--- config.mk ---
export PLATFORM = sky130hd
export DESIGN_NAME = dbg_entry_ctrl
export DESIGN_NICKNAME = d
export VERILOG_FILES = /design/src/rtl/dbg_entry_pkg.sv /design/src/rtl/dbg_pin_sync.sv /design/src/rtl/dbg_req_gate.sv /design/src/rtl/dbg_mode_fsm.sv /design/src/rtl/dbg_entry_ctrl.sv
export SDC_FILE = /design/constraint.sdc
export NUM_CORES = 1
export LEC_CHECK = 0
export BUFFER_PORTS_ARGS = -buffer_cell sky130_fd_sc_hd__buf_4
export CORE_AREA = 2 2 39 41
export DETAILED_ROUTE_END_ITERATION = 12
export DIE_AREA = 0 0 41 43
export PLACE_DENSITY = 0.78
export RECOVER_POWER = 100
export SYNTH_ARGS = -nofsm -noshare
export SYNTH_HDL_FRONTEND = slang
export SYNTH_SLANG_ARGS = --single-unit
--- constraint.sdc ---
create_clock -name clk -period 1.9 [get_ports clk]
set_input_delay 0.095 -clock clk [delete_from_list [all_inputs] [get_ports clk]]
set_output_delay 0.095 -clock clk [all_outputs]
set_load 0.05 [all_outputs]
--- src/rtl/dbg_entry_pkg.sv ---
package dbg_entry_pkg;

  typedef enum logic [1:0] {
    ST_RUN  = 2'd0,
    ST_DBG  = 2'd1,
    ST_STEP = 2'd2
  } dbg_state_e;

  localparam logic [1:0] STS_NORMAL = 2'b00;
  localparam logic [1:0] STS_SLEEP  = 2'b01;
  localparam logic [1:0] STS_STALL  = 2'b10;
  localparam logic [1:0] STS_DEBUG  = 2'b11;

  function automatic logic [1:0] run_status(input logic sleep, input logic stall);
    if (sleep)      return STS_SLEEP;
    else if (stall) return STS_STALL;
    else            return STS_NORMAL;
  endfunction

endpackage

--- src/rtl/dbg_pin_sync.sv ---
module dbg_pin_sync #(
  parameter int STAGES = 2
) (
  input  logic clk,
  input  logic rst_n,
  input  logic pin_in,
  output logic fall
);
  localparam int LAST = STAGES - 1;

  logic [STAGES-1:0] chain_q;
  logic              prev_q;

  genvar g;
  generate
    for (g = 0; g < STAGES; g++) begin : g_stage
      if (g == 0) begin : g_first
        always_ff @(posedge clk or negedge rst_n) begin
          if (!rst_n) chain_q[g] <= 1'b1;
          else        chain_q[g] <= pin_in;
        end
      end else begin : g_next
        always_ff @(posedge clk or negedge rst_n) begin
          if (!rst_n) chain_q[g] <= 1'b1;
          else        chain_q[g] <= chain_q[g-1];
        end
      end
    end
  endgenerate

  always_ff @(posedge clk or negedge rst_n) begin
    if (!rst_n) prev_q <= 1'b1;
    else        prev_q <= chain_q[LAST];
  end

  // high-to-low transition of the synchronised level
  assign fall = prev_q & ~chain_q[LAST];

endmodule

--- src/rtl/dbg_req_gate.sv ---
module dbg_req_gate #(
  parameter int              IR_W   = 4,
  parameter int              CNT_W  = 8,
  parameter logic [IR_W-1:0] DBG_OP = 4'b0111
) (
  input  logic             jtag_ir_upd,
  input  logic [IR_W-1:0]  jtag_ir_op,
  input  logic             pin_fall,
  input  logic             sw_dbg_instr,
  input  logic             bkpt_hit,
  input  logic             bkpt_arm_first,
  input  logic             trace_mode,
  input  logic             instr_done,
  input  logic [1:0]       cfg_em,
  input  logic             cfg_pwd,
  input  logic [1:0]       cfg_be,
  input  logic [CNT_W-1:0] cfg_tcnt,
  output logic             ext_req,
  output logic             int_req
);
  logic em_open, cnt_zero, sw_ok, bk_ok, tr_ok, jtag_ok;

  always_comb begin
    em_open  = (cfg_em == 2'b00);
    cnt_zero = (cfg_tcnt == '0);
    jtag_ok  = jtag_ir_upd & (jtag_ir_op == DBG_OP);
    sw_ok    = sw_dbg_instr & ~cfg_pwd & em_open;
    bk_ok    = bkpt_hit & em_open & cnt_zero & (cfg_be != 2'b00) & ~bkpt_arm_first;
    tr_ok    = trace_mode & em_open & cnt_zero & instr_done;
    ext_req  = jtag_ok | pin_fall;
    int_req  = sw_ok | bk_ok | tr_ok;
  end

endmodule

--- src/rtl/dbg_mode_fsm.sv ---
module dbg_mode_fsm
  import dbg_entry_pkg::*;
(
  input  logic       clk,
  input  logic       trst_n,
  input  logic       core_rst_n,
  input  logic       ext_req,
  input  logic       int_req,
  input  logic       instr_done,
  input  logic       stop_wait,
  input  logic       wait_state,
  input  logic       dbg_go,
  input  logic       cfg_ex,
  input  logic       cfg_pin_oe,
  output logic [1:0] status,
  output logic       halt_req,
  output logic       pin_drv_low,
  output logic       in_step
);
  dbg_state_e state_q, state_d;
  logic pend_q, pend_ext_q, drv_q, started_q;
  logic open_in, acc_ext, acc_int, pend_now, ext_now;
  logic enter_run, enter_step, enter, leave;

  always_comb begin
    open_in    = (state_q != ST_DBG);
    acc_ext    = ext_req & open_in;
    acc_int    = int_req & open_in & core_rst_n;
    pend_now   = pend_q | acc_ext | acc_int;
    ext_now    = pend_ext_q | acc_ext;
    enter_run  = core_rst_n & (state_q == ST_RUN) & pend_now &
                 (instr_done | stop_wait | ~started_q);
    enter_step = core_rst_n & (state_q == ST_STEP) & instr_done;
    enter      = enter_run | enter_step;
    leave      = (state_q == ST_DBG) & dbg_go;

    state_d = state_q;
    unique case (state_q)
      ST_RUN:  if (enter_run)  state_d = ST_DBG;
      ST_DBG:  if (dbg_go)     state_d = cfg_ex ? ST_RUN : ST_STEP;
      ST_STEP: if (enter_step) state_d = ST_DBG;
      default:                 state_d = ST_RUN;
    endcase
  end

  // pending flag lives in the JTAG reset domain so it survives core reset
  always_ff @(posedge clk or negedge trst_n) begin
    if (!trst_n) begin
      pend_q     <= 1'b0;
      pend_ext_q <= 1'b0;
    end else if (enter) begin
      pend_q     <= 1'b0;
      pend_ext_q <= 1'b0;
    end else begin
      pend_q     <= pend_now;
      pend_ext_q <= ext_now;
    end
  end

  always_ff @(posedge clk or negedge core_rst_n) begin
    if (!core_rst_n) begin
      state_q   <= ST_RUN;
      started_q <= 1'b0;
      drv_q     <= 1'b0;
    end else begin
      state_q   <= state_d;
      started_q <= 1'b1;
      if (enter)      drv_q <= ext_now;
      else if (leave) drv_q <= 1'b0;
    end
  end

  always_comb begin
    status      = (state_q == ST_DBG) ? STS_DEBUG : run_status(stop_wait, wait_state);
    halt_req    = (state_q == ST_DBG);
    pin_drv_low = drv_q & cfg_pin_oe & (state_q == ST_DBG);
    in_step     = (state_q == ST_STEP);
  end

endmodule

--- src/rtl/dbg_entry_ctrl.sv ---
module dbg_entry_ctrl #(
  parameter int CNT_W       = 8,
  parameter int SYNC_STAGES = 2
) (
  input  logic             clk,
  input  logic             trst_n,
  input  logic             core_rst_n,
  input  logic             jtag_ir_upd,
  input  logic [3:0]       jtag_ir_op,
  input  logic             evt_pin_in,
  input  logic             sw_dbg_instr,
  input  logic             bkpt_hit,
  input  logic             bkpt_arm_first,
  input  logic             trace_mode,
  input  logic             stop_wait,
  input  logic             wait_state,
  input  logic             instr_done,
  input  logic             dbg_go,
  input  logic [1:0]       cfg_em,
  input  logic             cfg_pwd,
  input  logic [1:0]       cfg_be,
  input  logic [CNT_W-1:0] cfg_tcnt,
  input  logic             cfg_ex,
  input  logic             cfg_pin_oe,
  output logic [1:0]       status,
  output logic             halt_req,
  output logic             pin_drv_low
);
  localparam int IR_W = 4;

  logic pin_fall, ext_req, int_req, in_step;

  dbg_pin_sync #(.STAGES(SYNC_STAGES)) u_sync (
    .clk(clk), .rst_n(trst_n), .pin_in(evt_pin_in), .fall(pin_fall)
  );

  dbg_req_gate #(.IR_W(IR_W), .CNT_W(CNT_W), .DBG_OP(4'b0111)) u_gate (
    .jtag_ir_upd(jtag_ir_upd), .jtag_ir_op(jtag_ir_op), .pin_fall(pin_fall),
    .sw_dbg_instr(sw_dbg_instr), .bkpt_hit(bkpt_hit),
    .bkpt_arm_first(bkpt_arm_first), .trace_mode(trace_mode),
    .instr_done(instr_done), .cfg_em(cfg_em), .cfg_pwd(cfg_pwd),
    .cfg_be(cfg_be), .cfg_tcnt(cfg_tcnt), .ext_req(ext_req), .int_req(int_req)
  );

  dbg_mode_fsm u_fsm (
    .clk(clk), .trst_n(trst_n), .core_rst_n(core_rst_n),
    .ext_req(ext_req), .int_req(int_req), .instr_done(instr_done),
    .stop_wait(stop_wait), .wait_state(wait_state), .dbg_go(dbg_go),
    .cfg_ex(cfg_ex), .cfg_pin_oe(cfg_pin_oe), .status(status),
    .halt_req(halt_req), .pin_drv_low(pin_drv_low), .in_step(in_step)
  );

endmodule

# [After elaboration in Yosys (flattened, before gate mapping)]
# Index checks and enable logic that the tools add are counted.
[word_totals] regBits=9 inputBits=32
[classes] n_mux=12 n_reduce_logical=6 n_bitwise=35 eq_ne=7
[op_table] op="1-bit bitwise AND" count=22
[op_table] op="2-bit 2-to-1 mux" count=7
[op_table] op="1-bit bitwise OR" count=9
[op_table] op="8-bit logical NOT" count=1
[op_table] op="2-bit by 1-bit != test with 1-bit output, second input constant" count=3
[op_table] op="2-bit case mux with 3 select lines" count=1
[op_table] op="4-bit by 3-bit equality test with 1-bit output, second input constant" count=1
[op_table] op="2-bit logical NOT" count=2
[op_table] op="1-bit 2-to-1 mux" count=4
[op_table] op="1-bit NOT" count=4
[op_table] op="2-bit nonzero test" count=2
[op_table] op="3-bit AND reduction" count=1
[op_table] op="2-bit by 1-bit equality test with 1-bit output, second input constant" count=1
[op_table] op="2-bit equality test, second input constant" count=1
[op_table] op="2-bit != test, second input constant" count=1

# [Depth between registers and ports, before layout]
# Gate-level depths: netlist (run 1).
[logic_depth] word_depth=14 mapped_depth=6 depth_no_buf=6

# [By module]
# A second synthesis (run 1) with hierarchy kept.
[hier_totals] cells_unflattened=45 area_unflattened_um2=483.0
[modules_own_cells] module="dbg_mode_fsm" cells_each=31 area_each_um2=306.5 instances=1
[modules_own_cells] module="dbg_pin_sync" cells_each=4 area_each_um2=92.6 instances=1
[modules_own_cells] module="dbg_req_gate" cells_each=10 area_each_um2=83.8 instances=1

# [Worst setup path after synthesis (run 1)]
# Ideal clock, no wire load.
[synth_timing] kind="register -> register" from="register u_fsm.state_q[1]" to="register u_fsm.pend_ext_q" path_slack_ps=248 arrival_time_ps=1531 n_path_buf=0 required_ps=1780 period_less_slack_ps=1652 setup_ps=120 path_stages_with_launch=7 cell_sequence="dfrtp_1 nand2b_4 inv_2 or4_4 nor3_2 o31ai_2 nor2b_1"
[synth_via] elab_chain_cells=8 elab_cells_between_ends=16
[synth_lines] item="start: declaration" line_no="dbg_mode_fsm.sv:20" text="dbg_state_e state_q, state_d;"
[synth_lines] item="start signal: assignment" line_no="dbg_mode_fsm.sv:66" text="state_q <= state_d;"
[synth_lines] item="2-bit by 1-bit != test with 1-bit output" line_no="dbg_mode_fsm.sv:26" text="open_in = (state_q != ST_DBG);"
[synth_lines] item="1-bit bitwise AND, on equally long branches" line_no="dbg_mode_fsm.sv:27, dbg_mode_fsm.sv:28"
[synth_lines] item="1-bit bitwise OR / 1-bit bitwise AND (equally long branches)" line_no="dbg_mode_fsm.sv:29, dbg_mode_fsm.sv:28"
[synth_lines] item="1-bit bitwise OR" line_no="dbg_mode_fsm.sv:29" text="pend_now = pend_q | acc_ext | acc_int;"
[synth_lines] item="1-bit bitwise AND (2 in a row)" line_no="dbg_mode_fsm.sv:31" text="enter_run = core_rst_n & (state_q == ST_RUN) & pend_now &"
[synth_lines] item="1-bit bitwise OR" line_no="dbg_mode_fsm.sv:34" text="enter = enter_run | enter_step;"
[synth_lines] item="1-bit 2-to-1 mux *" line_no="dbg_mode_fsm.sv:51" text="end else if (enter) begin"
[synth_lines] item="end signal: assignment" line_no="dbg_mode_fsm.sv:56" text="pend_ext_q <= ext_now;"
[synth_lines] item="end: declaration" line_no="dbg_mode_fsm.sv:21" text="logic pend_q, pend_ext_q, drv_q, started_q;"
# Every way passes the cells marked *; elsewhere a longest branch is shown, timed or not.
# A chain may end at the register's enable or synchronous reset.

# [Final worst setup path (run 1)]
[layout_timing] from="input core_rst_n" to="register u_fsm.pend_ext_q"
[layout_via] elab_chain_cells=6 elab_cells_between_ends=9
[layout_lines] item="start: declaration" line_no="dbg_entry_ctrl.sv:7" text="input logic core_rst_n,"
[layout_lines] item="1-bit bitwise AND" line_no="dbg_mode_fsm.sv:28" text="acc_int = int_req & open_in & core_rst_n;"
[layout_lines] item="1-bit bitwise OR" line_no="dbg_mode_fsm.sv:29"
[layout_lines] item="1-bit bitwise AND (2 in a row)" line_no="dbg_mode_fsm.sv:31"
[layout_lines] item="1-bit bitwise OR *" line_no="dbg_mode_fsm.sv:34"
[layout_lines] item="1-bit 2-to-1 mux *" line_no="dbg_mode_fsm.sv:51"
# Marked as above.

==> metrics.txt, run 1 <==
power share of the sequential group 0.381; peak supply drop 0.525 mV; count of synthesis-stage warnings from yosys 0; logic depth of the worst setup path including buffers 7; total of flip-flops plus latches after synthesis 9; total wirelength of the detailed-routed design 1.09 mm; library cell used as clock root buffer sky130_fd_sc_hd__clkbuf_4; total power of the final layout 721 uW; Slew Viols, Final 0; Via-to-Cell Ratio 4.61; synthesized-area fraction occupied by xor and xnor cells 0; CP bufs+invs 3; count of TritonRoute iterations in the first routing pass 1; max frequency 0.571 GHz; DRT iter0 DRCs 0; run status completed; Worst-path clk slew 50 ps; number of clock sinks seen by CTS 9; quantity of I/O buffers inserted on ports 35; FILL cells 144; Initial Util 0.339; static leakage 0.000379 uW; post-route core utilization 0.563; NetSw 274 uW; endpoint with the worst hold slack u_fsm.state_q[1]; clk_skew 0.410 ps; average instance area after synthesis 10.2 um2; share of total power in combinational logic 0.434; share of synthesized area occupied by flip-flops and latches 0.488; level count of the clock H-tree 1; number of nets with antenna violations after routing 0; data arrival at the endpoint of the critical path 1880 ps; required time at the endpoint of the critical path 2030 ps; Hold Path Cell Cnt 2; cell count after synthesis 46; Worst R2R End u_fsm.pend_ext_q; multi-input logic area 214 um2; total global routing overflow 0; simple-gate area share of the yosys netlist 0.315; area of the die 1760 um2; clock group share of total power 0.185; Post-Syn Area 469 um2; area growth from synthesis to final layout 66.1%; number of antenna diodes 0; compound-gate portion of the synthesized area 0.136; setup violators final 0; adder and majority cell fraction of the synthesized area 0; global placer's final weighted congestion 0.747; internal power consumption 447 uW; Post-DP HPWL 955 um; Critical Path Max Stage Delay 530 ps; Final min period 1750 ps; maximum fanout along the worst path 7; GRT Total Usage 0.150; Num CTS Buffers 3; Clock Latency Late Sink 240 ps; net total in the final layout 121; Routed wire per std cell 10.5 um; fraction of layout cells with a size suffix above 1 0.466; number of maximum-capacitance violations 0; via count 479; number of nets in the synthesized netlist 78; Resized Gates After CTS 0; DR DRC count 0; cell at the slowest stage of the critical path sky130_fd_sc_hd__or4_1; cell count of the worst reg-to-reg path 6; startpoint class of the critical path input pin; vias in the first global route 481; transition time at the pin with the least slew margin 600 ps; number of rows created at floorplan 14; switching share of total power 0.380; setup repair after global routing missed its margin no; Distinct cells, synth 27; mux cell area share after synthesis 0.0213; gate family responsible for the most delay along the worst path simple AND/OR/NAND/NOR gates; Hold Startpoint cfg_ex; floorplan die height 43 um; CTS tree built; main combinational cell family by area after synthesis simple AND/OR/NAND/NOR gates; WS Path Type in -> reg; Total Neg Setup Slack 0 ps; path type of the worst min-delay path in -> reg; register area 229 um2; Register-to-Register Setup Slack 160 ps; Critical Path, Cell by Cell dlygate4sd3_1 > buf_4 > inv_1 > or4_1 > nor3_2 > o31ai_2 > nor2b_1; pin count of the biggest net entering global routing 8; relative slew slack 0.602; r2r startpoint u_fsm.state_q[1]; Final Hold Viols 0; global-route wire length before repair 1.78 mm; post-route fraction of the period consumed by the critical path 0.922; num ports 36; number of antenna violations at the first check in global routing 0; endpoint type of the worst setup path flip-flop; area of the core 1380 um2; maximum buffer depth of the clock tree 2; total power density per cell area 925 nW/um2; horizontal extent of the die 41 um
## cell families (layout without fill, tap and decap cells)
group | after synthesis | in the layout
muxes | 1 | 1
other | 1 | 1
and+or+nand+nor | 22 | 22
buffers and inverters | 4 | 46
DFF | 9 | 9
AOI/OAI and AO/OA | 9 | 9
## final cells by class
class / count / area share
well taps: 16 / 0.0257
multi-input cells: 33 / 0.274
inverters: 4 / 0.0193
clock buffers: 4 / 0.0337
repair buffers: 38 / 0.353
flip-flops and latches: 9 / 0.294
## how the worst max path moves through the flow
stage	from	to
2_1_floorplan	u_fsm.state_q[1]	u_fsm.pend_ext_q
3_3_place_gp	u_fsm.state_q[1]	u_fsm.pend_ext_q
3_5_place_dp	u_fsm.state_q[1]	u_fsm.pend_ext_q
4_1_cts	core_rst_n	u_fsm.pend_ext_q
5_1_grt	u_fsm.state_q[1]	u_fsm.pend_ext_q
6_report	core_rst_n	u_fsm.pend_ext_q
## registers in the layout (all words and copies together), names as in the netlist
| name | cells |
|---|---|
| u_fsm.state_q | 2 |
| u_sync.chain_q | 2 |
| u_fsm.drv_q | 1 |
| u_fsm.pend_ext_q | 1 |
| u_fsm.pend_q | 1 |
| u_fsm.started_q | 1 |
| u_sync.prev_q | 1 |
## power groups by stage
stage          Sequential, uW  Clock, uW  Combinational (uW)
2_1_floorplan             273          0                 229
3_3_place_gp              278          0                 339
3_5_place_dp              281          0                 346
4_1_cts                   278        141                 352
5_1_grt                   283        150                 346
6_report                  275        133                 313
## worst register-to-register path, delay by kind of cell (launching register included)
family	cells	cell delay [ps]
AND/OR/NAND/NOR	4	1050
flip-flops	1	380
AO/OA/AOI/OAI	1	120
buffers and inverters	1	70
## synth_stat cells (all sizes together)
library cell | number | area, um2
a21oi | 2 | 10.0
nand2b | 3 | 26.3
a221oi | 1 | 8.76
o31ai | 1 | 12.5
conb | 1 | 3.75
dfstp | 3 | 78.8
nor4 | 2 | 12.5
or2 | 1 | 6.26
mux2i | 1 | 10.0
nand4b | 1 | 8.76
and3 | 1 | 6.26
nand4 | 1 | 6.26
nor3 | 2 | 15.0
o32ai | 1 | 8.76
or4 | 1 | 11.3
inv | 4 | 15.0
nor2b | 4 | 25.0
o21ai | 3 | 15.0
or2b | 1 | 7.51
dfrtp | 6 | 150
nand2 | 2 | 7.51
nor3b | 1 | 7.51
nor2 | 2 | 7.51
o41ai | 1 | 8.76
## placed cells by master (no fill, tap or decap), types with 2 or more instances in the layout
cell type                       Yosys  final
sky130_fd_sc_hd__nor4_1             2      2
sky130_fd_sc_hd__dfstp_2            3      3
sky130_fd_sc_hd__nand2_1            2      2
sky130_fd_sc_hd__nand2b_1           2      3
sky130_fd_sc_hd__nor2_1             2      2
sky130_fd_sc_hd__buf_4              0     29
sky130_fd_sc_hd__o21ai_0            3      3
sky130_fd_sc_hd__a21oi_1            2      2
sky130_fd_sc_hd__clkbuf_1           0      5
sky130_fd_sc_hd__dfrtp_1            6      6
sky130_fd_sc_hd__clkbuf_4           0      4
sky130_fd_sc_hd__nor2b_1            4      4
sky130_fd_sc_hd__dlygate4sd3_1      0      3
sky130_fd_sc_hd__inv_1              3      3
## what timing repair did
action                     4_1_cts  5_1_grt
hold endpoints to repair        10        0
setup endpoints to repair        0        0
setup buffers                    0        0
hold buffers                     3        0
## routing by layer
metal	vias to the layer above	wire, um	GRT usage
met2	21	551	0.244
met3	2	141	0.0157
li1	248	-	-
met1	208	384	0.174
met5	-	0	0
met4	0	10	0.100
## through the flow
stage               instances  hold WS (ps)  instance area [um2]  setup WS, ps
detailed placement         97          -103                  752           260
finish                    104          52.3                  779           148
global route              104          61.0                  779          41.7
global placement           97          -105                  752           299
CTS                       104          41.0                  808           152
floorplan                  46          -201                  469           248
No activity file was read; power rests on OpenSTA's default activity.
==> run 2, diff against run 1 <==
--- a/config.mk
+++ b/config.mk
@@ -6,11 +6,12 @@
 export NUM_CORES = 1
 export LEC_CHECK = 0
 export BUFFER_PORTS_ARGS = -buffer_cell sky130_fd_sc_hd__buf_4
-export CORE_AREA = 2 2 39 41
+export CORE_MARGIN = 2
+export CORE_UTILIZATION = 37
 export DETAILED_ROUTE_END_ITERATION = 12
-export DIE_AREA = 0 0 41 43
-export PLACE_DENSITY = 0.78
+export PLACE_DENSITY = 0.81
 export RECOVER_POWER = 100
 export SYNTH_ARGS = -nofsm -noshare
 export SYNTH_HDL_FRONTEND = slang
+export SYNTH_HIERARCHICAL = 1
 export SYNTH_SLANG_ARGS = --single-unit
==> run 2 against run 1 <==
Net effect:
- clock-buffer cell count did not move
- register-to-register slack improved by 240 ps
- area after synthesis rose by 2.9%
- fmax rose by 10%
==> metrics.txt, run 2 <==
run status completed; number of nets in the synthesized netlist 77 (-1.3%); cell count after synthesis 45 (-2.2%); switching share of total power 0.409 (+0.0285); endpoint with the worst hold slack u_fsm/state_q[1]; Worst R2R End u_fsm/state_q[0]; count of TritonRoute iterations in the first routing pass 2 (+1); startpoint class of the critical path flip-flop; number of synthesized flops with an enable pin 0 (unchanged); horizontal extent of the die 40.1 um (-2.1%); area of the core 1250 um2 (-9.5%); Post-DP HPWL 1.04 mm (+8.7%); Initial Util 0.386 (+0.0466); Post-Syn Area 483 um2 (+2.9%); CP bufs+invs 1 (-2); Critical Path Max Stage Delay 500 ps (-30 ps); Final min period 1590 ps (-164 ps); r2r startpoint u_sync/chain_q[1]; share of synthesized area occupied by flip-flops and latches 0.474 (-0.0139); GRT Total Usage 0.165 (+0.0146); static leakage 0.000386 uW (+2.0%); pin count of the biggest net entering global routing 10 (+2); floorplan die height 40.1 um (-6.7%); power share of the sequential group 0.363 (-0.018); clock group share of total power 0.184 (about the same); average instance area after synthesis 10.7 um2 (+5.2%); transition time at the pin with the least slew margin 611 ps (+11.8 ps); Distinct cells, synth 25 (-7.4%); data arrival at the endpoint of the critical path 1490 ps (-390 ps); Num CTS Buffers 3 (unchanged); Via-to-Cell Ratio 4.78 (+3.9%); most common cell after layout, fill and taps aside sky130_fd_sc_hd__buf_4; setup violators final 0 (unchanged); count of synthesis-stage warnings from yosys 6 (+6); FILL cells 116 (-19%); library cell used as clock root buffer sky130_fd_sc_hd__clkbuf_4; number of rows created at floorplan 13 (-1); peak supply drop 0.669 mV (+27%); via count 488 (+1.9%); Top Metal Used met4; post-route core utilization 0.641 (+0.0781); maximum buffer depth of the clock tree 2 (unchanged); share of total power in combinational logic 0.453 (+0.019); num ports 36 (unchanged); total global routing overflow 0 (unchanged); library cell occupying the most area in the post-synthesis netlist sky130_fd_sc_hd__dfrtp_1; NetSw 320 uW (+17%); area of the die 1610 um2 (-8.7%); level count of the clock H-tree 1 (unchanged); post-route cell area 803 um2 (+3.0%); Clock Latency Late Sink 260 ps (+20 ps); total wirelength of the detailed-routed design 1.25 mm (+15%); register area 229 um2 (unchanged); leading post-synthesis cells by instance count sky130_fd_sc_hd__dfrtp_1, sky130_fd_sc_hd__a21oi_1; number of maximum-capacitance violations 0 (unchanged); gate family responsible for the most delay along the worst path buffers and inverters; global-route wire length before repair 1.70 mm (-4.3%); Worst-path clk slew 60 ps (about the same); Slew Viols, Final 0 (unchanged); Final Hold Viols 0 (unchanged); Routed wire per std cell 12.2 um (+17%); endpoint type of the worst setup path output pin; vias in the first global route 434 (-9.8%); registers with the most flip-flops u_fsm/state_q (2), u_sync/chain_q (2); WS Path Type reg -> out; total setup buffers inserted after CTS 0 (unchanged); fraction of layout cells with a size suffix above 1 0.483 (+0.0168); DRT iter0 DRCs 1 (+1); global placer's final weighted congestion 0.756 (+1.3%); share of flip-flops with an asynchronous set or reset 1.00 (unchanged); required time at the endpoint of the critical path 1800 ps (-230 ps); Hold Path Cell Cnt 2 (unchanged); cell count of the worst reg-to-reg path 5 (-1); internal power consumption 462 uW (+3.5%); number of clock sinks seen by CTS 9 (unchanged); number of nets with antenna violations after routing 0 (unchanged); multi-input logic area 243 um2 (+13%); M1 wire length 452 um (+18%); number of antenna diodes 0 (unchanged); total power density per cell area 973 nW/um2 (+5.2%); DR DRC count 0 (unchanged); leading cell types in the layout, fill and taps excluded sky130_fd_sc_hd__buf_4, sky130_fd_sc_hd__dfrtp_1, sky130_fd_sc_hd__clkbuf_1; main area contributors after synthesis sky130_fd_sc_hd__dfrtp_1, sky130_fd_sc_hd__dfstp_2, sky130_fd_sc_hd__nor4_2, sky130_fd_sc_hd__a21oi_1, sky130_fd_sc_hd__nor2b_1; post-route fraction of the period consumed by the critical path 0.836 (-0.0865); cell at the slowest stage of the critical path sky130_fd_sc_hd__clkbuf_1; maximum fanout along the worst path 5 (-2); routed wl met3 175 um (+24%); Critical Path, Cell by Cell nand2b_1 > o21ai_0 > clkbuf_1; clk_skew 2.16 ps (+1.75 ps); placed cell area 764 um2 (+1.7%); quantity of I/O buffers inserted on ports 35 (unchanged); area share of the leading cell type in the synthesized netlist 0.311 (-0.00912); area growth from synthesis to final layout 66.3%; number of antenna violations at the first check in global routing 0 (unchanged); Register-to-Register Setup Slack 400 ps (+240 ps); Total Neg Setup Slack 0 ps (unchanged); CTS tree built; total length of routed met2 wires 603 um (+9.4%); relative slew slack 0.594 (-0.00783); Hold Worst Slack 29.0 ps (-23.3 ps); Hold Startpoint cfg_ex; Most used DFF post-synth sky130_fd_sc_hd__dfrtp_1; path type of the worst min-delay path in -> reg; most used standard cell by instance count after synthesis sky130_fd_sc_hd__dfrtp_1; net total in the final layout 120 (-0.83%); setup repair after global routing missed its margin no; total of flip-flops plus latches after synthesis 9 (unchanged); max frequency 0.630 GHz (+10%)
## run 2: repair_timing
item	in CTS	in global routing
gates resized for setup	0	0
hold buffers	3	0
endpoints found under the setup margin	0	0
hold endpoints to repair	10	0
## run 2: cell type report
class	instances	share of cell area
multi-input combinational	33	0.302
clock buffer	4	0.0327
sequential	9	0.285
timing repair buffer	38	0.343
inverter	3	0.0140
tap	15	0.0234
## run 2: kinds of logic after synthesis
family,after synthesis,synth area share
muxes,1,0.0207
and+or+nand+nor,18,0.264
other,1,0.00776
DFF,9,0.474
AOI/OAI and AO/OA,13,0.210
buffers and inverters,3,0.0233
## run 2: routing by layer
| layer | up-vias | GRT usage |
|---|---|---|
| li1 | 248 | - |
| met1 | 209 | 0.185 |
| met2 | 29 | 0.298 |
| met3 | 2 | 0.0278 |
| met4 | 0 | 0.0776 |
| met5 | - | 0 |
## run 2: worst max path at each step
stage | endpoint | slack (ps) | depth (start not counted) | startpoint
2_1_floorplan | pin_drv_low | 350 | 3 | u_fsm/state_q[1]
6_report | status[1] | 310 | 3 | u_fsm/state_q[1]
3_5_place_dp | u_fsm/drv_q | 170 | 7 | cfg_tcnt[1]
5_1_grt | halt_req | 220 | 3 | u_fsm/state_q[1]
3_3_place_gp | u_fsm/drv_q | 200 | 7 | cfg_tcnt[1]
4_1_cts | u_fsm/drv_q | 330 | 5 | core_rst_n
## run 2: through the flow
stage	power, uW	worst slack [ps]	cells
6_report	782	312	102
5_1_grt	837	222	102
3_3_place_gp	655	202	95
2_1_floorplan	523	353	45
3_5_place_dp	666	174	95
4_1_cts	820	329	102
## run 2: power by group through the flow
stage | registers, uW | clock network, uW | logic [uW]
2_1_floorplan | 277 | 0 | 246
3_3_place_gp | 284 | 0 | 370
3_5_place_dp | 287 | 0 | 379
4_1_cts | 284 | 151 | 385
5_1_grt | 292 | 157 | 389
6_report | 283 | 144 | 354
==> run 3, diff against run 2 <==
--- a/config.mk
+++ b/config.mk
@@ -7,9 +7,9 @@
 export LEC_CHECK = 0
 export BUFFER_PORTS_ARGS = -buffer_cell sky130_fd_sc_hd__buf_4
 export CORE_MARGIN = 2
-export CORE_UTILIZATION = 37
+export CORE_UTILIZATION = 34
 export DETAILED_ROUTE_END_ITERATION = 12
-export PLACE_DENSITY = 0.81
+export PLACE_DENSITY = 0.78
 export RECOVER_POWER = 100
 export SYNTH_ARGS = -nofsm -noshare
 export SYNTH_HDL_FRONTEND = slang
==> constraint.sdc (replaced) <==
create_clock -name clk -period 1.3 [get_ports clk]
set_input_delay 0.065 -clock clk [delete_from_list [all_inputs] [get_ports clk]]
set_output_delay 0.065 -clock clk [all_outputs]
set_load 0.05 [all_outputs]
==> run 3 against run 2 <==
Net effect:
- the run now ends with negative setup slack left
- flip-flop and latch count is the same
- die area grew 7.9%
- register-to-register slack got worse by 530 ps
- critical endpoint is now u_fsm/state_q[0]
- largest cell class unchanged
- via count increased by 14%
==> metrics.txt, run 3 (synthesis results as in run 2) <==
run status finished, violations left; failing checks negative setup slack; global placer's final weighted congestion 0.728 (-3.7%); Hold Path Cell Cnt 4 (+2); worst setup timing slack at the placement stage -372 ps (-547 ps); Final min period 1430 ps; placed cell area 816 um2 (+6.7%); Hold Startpoint core_rst_n; most common cell after layout, fill and taps aside sky130_fd_sc_hd__buf_4; cell count of the worst reg-to-reg path 5 (unchanged); total wirelength of the detailed-routed design 1.53 mm (+23%); DR DRC count 0 (unchanged); Critical Path, Cell by Cell nor2b_4 > a41o_1 > a211oi_2 > o31ai_4 > o21bai_1; vias in the first global route 629 (+45%); floorplan die height 41.7 um (+3.9%); Initial Util 0.367 (-0.0190); area growth from synthesis to final layout 104%; area of the core 1320 um2 (+5.2%); number of maximum-capacitance violations 0 (unchanged); data arrival at the endpoint of the critical path 1570 ps (+80 ps); Critical Path Max Stage Delay 550 ps (+50 ps); Worst-path clk slew 60 ps (about the same); net total in the final layout 129 (+7.5%); relative slew slack 0.633 (+0.0389); pin count of the biggest net entering global routing 7 (-3); final setup slack of the worst path -129 ps (-441 ps); global-route wire length before repair 2.67 mm (+57%); count of TritonRoute iterations in the first routing pass 4 (+2); Routed wire per std cell 13.8 um (+13%); maximum buffer depth of the clock tree 2 (unchanged); startpoint class of the critical path flip-flop; library cell used as clock root buffer sky130_fd_sc_hd__clkbuf_4; endpoint with the worst hold slack u_fsm/state_q[1]; post-route core utilization 0.748 (+0.107); static leakage 0.000458 uW (+19%); max frequency 0.700 GHz; FILL cells 89 (-23%); setup violators final 5 (+5); total global routing overflow 0 (unchanged); Total Neg Setup Slack -329 ps (-329 ps); Via-to-Cell Ratio 4.99 (+4.3%); area of the die 1740 um2 (+7.9%); DRT iter0 DRCs 4 (+3); number of antenna violations at the first check in global routing 0 (unchanged); cell at the slowest stage of the critical path sky130_fd_sc_hd__dfstp_2; GRT Total Usage 0.201 (+0.0362); num ports 36 (unchanged); multi-input logic area 298 um2 (+23%); level count of the clock H-tree 1 (unchanged); fraction of layout cells with a size suffix above 1 0.646 (+0.163); registers with the most flip-flops u_fsm/state_q (2), u_sync/chain_q (2); peak supply drop 1.25 mV (+87%); quantity of I/O buffers inserted on ports 35 (unchanged); transition time at the pin with the least slew margin 549 ps (-62.2 ps); horizontal extent of the die 41.7 um (+3.9%); Final Hold Viols 0 (unchanged); via count 554 (+14%); Clock Latency Late Sink 260 ps (about the same); maximum fanout along the worst path 3 (-2); CTS tree built; Register-to-Register Setup Slack -130 ps (-530 ps); number of rows created at floorplan 13 (unchanged); Post-DP HPWL 1.11 mm (+6.6%); number of antenna diodes 0 (unchanged); endpoint type of the worst setup path flip-flop; total power density per cell area 1570 nW/um2 (+61%); clk_skew 6.91 ps (+4.75 ps); leading cell types in the layout, fill and taps excluded sky130_fd_sc_hd__buf_4, sky130_fd_sc_hd__dfrtp_1, sky130_fd_sc_hd__dlygate4sd3_1; post-route cell area 986 um2 (+23%); Worst R2R End u_fsm/state_q[0]; setup repair after global routing missed its margin yes; Num CTS Buffers 3 (unchanged); path type of the worst min-delay path in -> reg; r2r startpoint u_sync/chain_q[1]; required time at the endpoint of the critical path 1440 ps (-360 ps); register area 229 um2 (unchanged); number of nets with antenna violations after routing 0 (unchanged); total power of the final layout 1550 uW (+98%); WS Path Type reg -> reg; number of clock sinks seen by CTS 9 (unchanged); Slew Viols, Final 0 (unchanged); post-route fraction of the period consumed by the critical path 1.10
[run 3: changes by cell type in the layout (fill, tap and decap cells not counted), moves of 2 or more]
cell	delta
sky130_fd_sc_hd__buf_8	+3
sky130_fd_sc_hd__nand2b_4	+2
sky130_fd_sc_hd__buf_6	+4
sky130_fd_sc_hd__dlygate4sd3_1	+2
sky130_fd_sc_hd__nand2b_1	-2
sky130_fd_sc_hd__clkbuf_1	-3
sky130_fd_sc_hd__buf_4	+4
[run 3: final cells by class]
type / instances / share of cell area
clock buffer: 4 / 0.0266
inverter: 3 / 0.0152
multi-input combinational: 33 / 0.302
sequential: 9 / 0.232
tap: 15 / 0.0190
timing repair buffer: 47 / 0.405
[run 3: worst max path at each step]
stage / startpoint / endpoint / slack, ps / cells past startpoint
finish: u_sync/chain_q[1] / u_fsm/state_q[0] / -130 / 5
global route: u_sync/chain_q[1] / u_fsm/state_q[0] / -190 / 5
CTS: u_sync/chain_q[1] / u_fsm/state_q[0] / -140 / 5
detailed placement: cfg_tcnt[1] / u_fsm/drv_q / -370 / 7
global placement: cfg_tcnt[1] / u_fsm/drv_q / -270 / 7
floorplan: cfg_tcnt[1] / u_fsm/drv_q / -70 / 6
[run 3: worst max-delay path: cells and delay by family, from the launching register on]
| kind | cells | cell delay, ps |
|---|---|---|
| AOI/OAI and AO/OA | 4 | 740 |
| DFF | 1 | 550 |
| and+or+nand+nor | 1 | 40 |
[run 3: routing by layer]
layer,up-vias,share of wire,global-route usage
li1,264,-,-
met1,274,0.35,0.217
met2,14,0.60,0.388
met3,2,0.032,0.0261
met4,0,0.0091,0.0774
met5,-,0,0
[run 3: timing repair]
item / 4_1_cts / 5_1_grt
endpoints found under the hold margin: 11 / 1
gates resized for setup: 11 / 7
setup endpoints to repair: 7 / 8
pin swaps: 4 / 0
setup buffers: 3 / 0
hold buffers: 4 / 1
[run 3: report_power, final]
part           internal [uW]  total (uW)  leakage (uW)  switching [uW]
Combinational            469         911      0.000337             442
Sequential               365         423      0.000106            58.4
Clock                    118         211     0.0000150            93.1
Total                    952        1550      0.000458             593
[run 3: through the flow]
step	instances	hold slack, ps
after global placement	99	-133
after detailed placement	99	-133
after CTS	110	3.76
after floorplan	45	-231
after global routing	111	157
final	111	154
